--- src/rtl/mpu_rgn_pkg.sv ---
package mpu_rgn_pkg;
  localparam int ADDR_W   = 32;
  localparam int SIZE_W   = 5;
  localparam int SUB_N    = 8;
  localparam int SUB_W    = $clog2(SUB_N);
  localparam int MASK_W   = SUB_N;
  localparam int BASE_W   = ADDR_W - MASK_W;
  localparam int MIN_CODE = MASK_W - 1;

  typedef struct packed {
    logic [BASE_W-1:0] base;
    logic [MASK_W-1:0] sub_off;
  } rgn_word_t;

  // Effective size code: never below the smallest legal region.
  function automatic logic [SIZE_W-1:0] clamp_code(input logic [SIZE_W-1:0] c);
    return (c < SIZE_W'(MIN_CODE)) ? SIZE_W'(MIN_CODE) : c;
  endfunction

  // Subregion number: the SUB_W address bits just below the size boundary.
  function automatic logic [SUB_W-1:0] pick_sub(input logic [ADDR_W-1:0] a,
                                                input logic [SIZE_W-1:0] eff);
    logic [SUB_W-1:0] r;
    for (int k = 0; k < SUB_W; k++) begin
      r[k] = a[int'(eff) - (SUB_W - 1) + k];
    end
    return r;
  endfunction
endpackage

--- src/rtl/mpu_rgn_cfg_reg.sv ---
module mpu_rgn_cfg_reg
  import mpu_rgn_pkg::*;
(
  input  logic              clk,
  input  logic              rst_n,
  input  logic              wr_en,
  input  logic [ADDR_W-1:0] wr_data,
  output rgn_word_t         cfg_q
);
  always_ff @(posedge clk or negedge rst_n) begin
    if (!rst_n) begin
      cfg_q <= '0;
    end else if (wr_en) begin
      cfg_q <= rgn_word_t'(wr_data);
    end
  end
endmodule

--- src/rtl/mpu_rgn_size_dec.sv ---
module mpu_rgn_size_dec
  import mpu_rgn_pkg::*;
(
  input  logic [SIZE_W-1:0] size_code,
  output logic [SIZE_W-1:0] eff_code,
  output logic [ADDR_W-1:0] keep_mask
);
  assign eff_code = clamp_code(size_code);

  // Keep (compare) only address bits strictly above the effective code.
  for (genvar i = 0; i < ADDR_W; i++) begin : g_keep
    assign keep_mask[i] = (eff_code < SIZE_W'(i));
  end
endmodule

--- src/rtl/mpu_rgn_addr_cmp.sv ---
module mpu_rgn_addr_cmp
  import mpu_rgn_pkg::*;
(
  input  logic [ADDR_W-1:0] addr,
  input  logic [ADDR_W-1:0] base_full,
  input  logic [ADDR_W-1:0] keep_mask,
  input  logic [SIZE_W-1:0] eff_code,
  input  logic [MASK_W-1:0] sub_mask,
  output logic              in_region,
  output logic [SUB_W-1:0]  sub_idx,
  output logic              sub_off
);
  logic [ADDR_W-1:0] diff;

  assign diff      = (addr ^ base_full) & keep_mask;
  assign in_region = (diff == '0);
  assign sub_idx   = pick_sub(addr, eff_code);
  assign sub_off   = sub_mask[sub_idx];
endmodule

--- src/rtl/mpu_region_match.sv ---
module mpu_region_match
  import mpu_rgn_pkg::*;
(
  input  logic              clk,
  input  logic              rst_n,
  input  logic              wr_en,
  input  logic [ADDR_W-1:0] wr_data,
  input  logic              region_en,
  input  logic [SIZE_W-1:0] size_code,
  input  logic [ADDR_W-1:0] addr,
  output logic              hit,
  output logic              in_region,
  output logic [SUB_W-1:0]  sub_idx,
  output logic [ADDR_W-1:0] cfg_word
);
  rgn_word_t         cfg_q;
  logic [SIZE_W-1:0] eff_code;
  logic [ADDR_W-1:0] keep_mask;
  logic [ADDR_W-1:0] base_full;
  logic              sub_off;

  mpu_rgn_cfg_reg u_cfg (
    .clk     (clk),
    .rst_n   (rst_n),
    .wr_en   (wr_en),
    .wr_data (wr_data),
    .cfg_q   (cfg_q)
  );

  mpu_rgn_size_dec u_size (
    .size_code (size_code),
    .eff_code  (eff_code),
    .keep_mask (keep_mask)
  );

  assign base_full = {cfg_q.base, {MASK_W{1'b0}}};

  mpu_rgn_addr_cmp u_cmp (
    .addr      (addr),
    .base_full (base_full),
    .keep_mask (keep_mask),
    .eff_code  (eff_code),
    .sub_mask  (cfg_q.sub_off),
    .in_region (in_region),
    .sub_idx   (sub_idx),
    .sub_off   (sub_off)
  );

  assign hit      = region_en & in_region & ~sub_off;
  assign cfg_word = cfg_q;
endmodule

--- config.mk ---
export PLATFORM = sky130hd
export DESIGN_NAME = mpu_region_match
export DESIGN_NICKNAME = d
export VERILOG_FILES = /design/src/rtl/mpu_rgn_pkg.sv /design/src/rtl/mpu_rgn_cfg_reg.sv /design/src/rtl/mpu_rgn_size_dec.sv /design/src/rtl/mpu_rgn_addr_cmp.sv /design/src/rtl/mpu_region_match.sv
export SDC_FILE = /design/constraint.sdc
export NUM_CORES = 1
export LEC_CHECK = 0
export CORE_MARGIN = 2
export CORE_UTILIZATION = 25
export CTS_BUF_LIST = sky130_fd_sc_hd__clkbuf_2
export CTS_CLUSTER_SIZE = 25
export DETAILED_ROUTE_END_ITERATION = 16
export GPL_TIMING_DRIVEN = 0
export PLACE_DENSITY = 0.63
export SETUP_SLACK_MARGIN = 0.5
export SLEW_MARGIN = 30
export SYNTH_ARGS = -nofsm -noshare
export SYNTH_HDL_FRONTEND = slang
export SYNTH_SLANG_ARGS = --single-unit
--- constraint.sdc ---
create_clock -name clk -period 3.9 [get_ports clk]
set_input_delay 0.585 -clock clk [delete_from_list [all_inputs] [get_ports clk]]
set_output_delay 0.585 -clock clk [all_outputs]
set_load 0.02 [all_outputs]
==> impl_metrics.csv <==
group,metric,value,unit
yosys,synthesis.instances,269,
timing,final-setup-viol-count,0,
yosys,synth-seq-area-share,30.3,%
critical_path,timing_worst_setup_path_type,"primary input to primary output",
routing,via_per_inst,5.29,
placement,routabilityCongestion,0.959,
yosys,synth_area,2650,µm²
clocking,path_clk_slew,170,ps
critical_path,regToRegEndpoint,"u_cfg.cfg_q[16]",
grt,grt_antenna_before_repair,0,
final_layout,syn_to_final_growth,62.1,%
timing,remaining_max_slew_budget_at_the_tightest_pin,47.5,%
clocking,clock_insertion_delay_worst_skew,360,ps
yosys,netlist_top_cells_count,"sky130_fd_sc_hd__mux2_2 (34), sky130_fd_sc_hd__dfrtp_1 (32), sky130_fd_sc_hd__nand2_1 (22), sky130_fd_sc_hd__a21oi_1 (17), sky130_fd_sc_hd__xnor2_1 (14)",
critical_path,critical_path_fanout_max,6,
clocking,htreeDepth,2,
timing,rsz0062_at_grt,"true",
grt,grt_total_ovfl,0,
placement,place.detailed.hpwl,7940,µm
routing,drt-pass1-iter-count,4,
grt,grt_pass1_wl,16000,µm
yosys,synth-edff-count,0,
floorplan,die_area,11400,µm²
routing,wirelength,10300,µm
routing,num_vias,2852,
floorplan,die_w,107,µm
clocking,cts_inserted_buffers,5,
yosys,synth_seq_cells,32,
timing,fin_worst_hold_slack,560,ps
yosys,yosys-top-cells-area,"sky130_fd_sc_hd__dfrtp_1 (30%), sky130_fd_sc_hd__mux2_2 (14%), sky130_fd_sc_hd__mux4_2 (8.5%)",
critical_path,ff2ff_path_depth,1,
final_layout,largest_reg_flops,32,
yosys,synth_most_common_cell,"sky130_fd_sc_hd__mux2_2",
routing,first_iter_violations,214,
flow_run,maxCapViolations,0,
critical_path,cp.required,3310,ps
power_and_ir_drop,maximum_vdd_drop,0.000154,V
yosys,post-synth-top-area-fraction,30.3,%
yosys,synth.net_count,343,
critical_path,crit-reg2reg-launch,"u_cfg.cfg_q[16]",
placement,placement.cell_area,3980,µm²
final_layout,antenna_cells_inserted,0,
yosys,yosysUniqueCellTypes,53,
min_path,hold_start,"u_cfg.cfg_q[7]",
floorplan,initial_utilization,25.7,%
clocking,cts_sinks,32,
final_layout,area_of_the_multi_input_gates,1870,µm²
clocking,cts_tree,"done",
floorplan,fp.coreArea,10300,µm²
final_layout,layout-drive-gt1-share,28.5,%
timing,fmax,281,MHz
grt,first_global_vias,2926,
final_layout,reg_top3,"u_cfg.cfg_q (32)",
routing,post_drt_antenna_nets,0,
power_and_ir_drop,power.density,263,nW/µm²
grt,grt_max_degree,27,
final_layout,ff_latch_area,801,µm²
final_layout,register_ranked_first_by_flip_flop_count,"u_cfg.cfg_q",
clocking,clockBufferDepth,2,
yosys,synth_largest_area_cell,"sky130_fd_sc_hd__dfrtp_1",
final_layout,num-nets-final,476,
routing,drc_errors,0,
clocking,clk_root_buffer_cell,"sky130_fd_sc_hd__clkbuf_2",
critical_path,cp-start-kind,"primary input",
timing,period_share,91.4,%
min_path,worst_min_delay_path_endpoint,"u_cfg.cfg_q[7]",
final_layout,num-fill-cells,1038,
floorplan,dieHeight,107,µm
critical_path,reg2reg_setup_slack,3080,ps
critical_path,worst_setup_end_kind,"primary output",
routing,route.detailed.wl_per_inst,19.2,µm
yosys,post_synth.cell_area_avg,9.83,µm²
timing,timing.final.max_slew_violations,0,
timing,worst_slew_pin_slew,787,ps
floorplan,ioPinCount,110,
timing,fin_crit,3560,ps
yosys,asyncSetResetFlopFracSynth,100,%
yosys,synth_warnings,0,
final_layout,stdcell_area,4290,µm²
timing,fin_worst_skew,0,ps
timing,finalHoldViolCount,0,
final_layout,layout.core_utilization,41.7,%
min_path,hold_crit_depth,1,
grt,grt_usage,18.2,%
outcome,result_of_the_run,"finished, final reports clean",
floorplan,row_count,37,
power_and_ir_drop,leakage,0.00166,µW
yosys,synth_top_flop_cell,"sky130_fd_sc_hd__dfrtp_1",
placement,place.port_buffers,108,
critical_path,arrival,2980,ps
min_path,min_path_type,"register to register",
report_power, final:
| group | total, µW | switching (µW) | internal [µW] |
|---|---|---|---|
| Combinational | 567 | 266 | 301 |
| Clock | 165 | 120 | 44.9 |
| Sequential | 397 | 32.1 | 365 |
| Total | 1130 | 418 | 711 |
worst max-delay path by stage:
| stage | from | end | cells after the start |
|---|---|---|---|
| 2_1_floorplan | size_code[4] | hit | 12 |
| 3_3_place_gp | size_code[3] | hit | 13 |
| 3_5_place_dp | size_code[3] | hit | 13 |
| 4_1_cts | size_code[0] | hit | 12 |
| 5_1_grt | addr[25] | hit | 11 |
| 6_report | addr[25] | hit | 11 |
per-layer routing:
metal	routed length, µm	share of wire [%]	track usage [%]
met1	4420	43	24.4
met5	0	0	0
met4	214	2.1	5.47
met2	4950	48	29.4
met3	752	7.3	3.95
final cells by class:
class | count | share of cell area, %
Clock inverter | 2 | 0.263
Timing Repair Buffer | 126 | 28.4
Buffer | 18 | 3.88
Multi-Input combinational cell | 214 | 43.6
Inverter | 5 | 0.496
Clock buffer | 6 | 0.700
Sequential cell | 32 | 18.7
Tap cell | 136 | 3.97
per-stage QoR:
| step | setup slack, ps | std cells | setup TNS [ps] | power (µW) |
|---|---|---|---|---|
| after global routing | 265 | 539 | 0 | 1190 |
| final | 336 | 539 | 0 | 1130 |
| after CTS | 348 | 539 | 0 | 1140 |
| after global placement | -887 | 513 | -2540 | 921 |
| after detailed placement | -883 | 514 | -2500 | 925 |
| after floorplan | 504 | 269 | 0 | 680 |
kinds of logic after synthesis:
logic type	Yosys count	share of synthesized area, %
flip-flops	32	30.3
multiplexers	53	26.4
adder cells (fa/ha/maj)	1	0.473
AND/OR/NAND/NOR	70	13.4
XOR/XNOR	25	8.28
AO/OA/AOI/OAI	65	17.2
buffers and inverters	23	3.93
repair_timing:
item                                   4_1_cts  5_1_grt
hold buffers                                 1        0
pin swaps                                   10        0
setup endpoints to repair                    5        4
setup buffers                               16        0
resized for setup                           79        4
endpoints found under the hold margin        1        0
gates cloned                                 0        0
worst max-delay path, stage by stage:
cell and delay [ps]:
sky130_fd_sc_hd__clkdlybuf4s50_1 480, sky130_fd_sc_hd__and2_1 200, sky130_fd_sc_hd__o311ai_4 250, sky130_fd_sc_hd__a311o_2 170, sky130_fd_sc_hd__a21oi_1 70, sky130_fd_sc_hd__or3b_1 420, sky130_fd_sc_hd__buf_6 160, sky130_fd_sc_hd__o21a_1 180
sky130_fd_sc_hd__a221oi_2 250, sky130_fd_sc_hd__a211oi_2 50, sky130_fd_sc_hd__buf_4 170
layout by cell type (no fill, tap or decap), types with 6 or more instances in the layout:
cell type / Yosys / final
sky130_fd_sc_hd__clkbuf_2: 0 / 7
sky130_fd_sc_hd__nand2_1: 22 / 22
sky130_fd_sc_hd__clkdlybuf4s50_1: 0 / 91
sky130_fd_sc_hd__nand3_1: 8 / 8
sky130_fd_sc_hd__dfrtp_1: 32 / 32
sky130_fd_sc_hd__xnor2_1: 14 / 14
sky130_fd_sc_hd__a21oi_1: 17 / 16
sky130_fd_sc_hd__nor2b_1: 7 / 6
sky130_fd_sc_hd__xor2_1: 11 / 11
sky130_fd_sc_hd__mux2i_1: 9 / 7
sky130_fd_sc_hd__dlygate4sd2_1: 0 / 7
sky130_fd_sc_hd__buf_4: 0 / 21
sky130_fd_sc_hd__o21ai_0: 10 / 9
sky130_fd_sc_hd__mux2_2: 34 / 34
sky130_fd_sc_hd__mux4_2: 10 / 10
No activity file was read; power rests on OpenSTA's default activity.
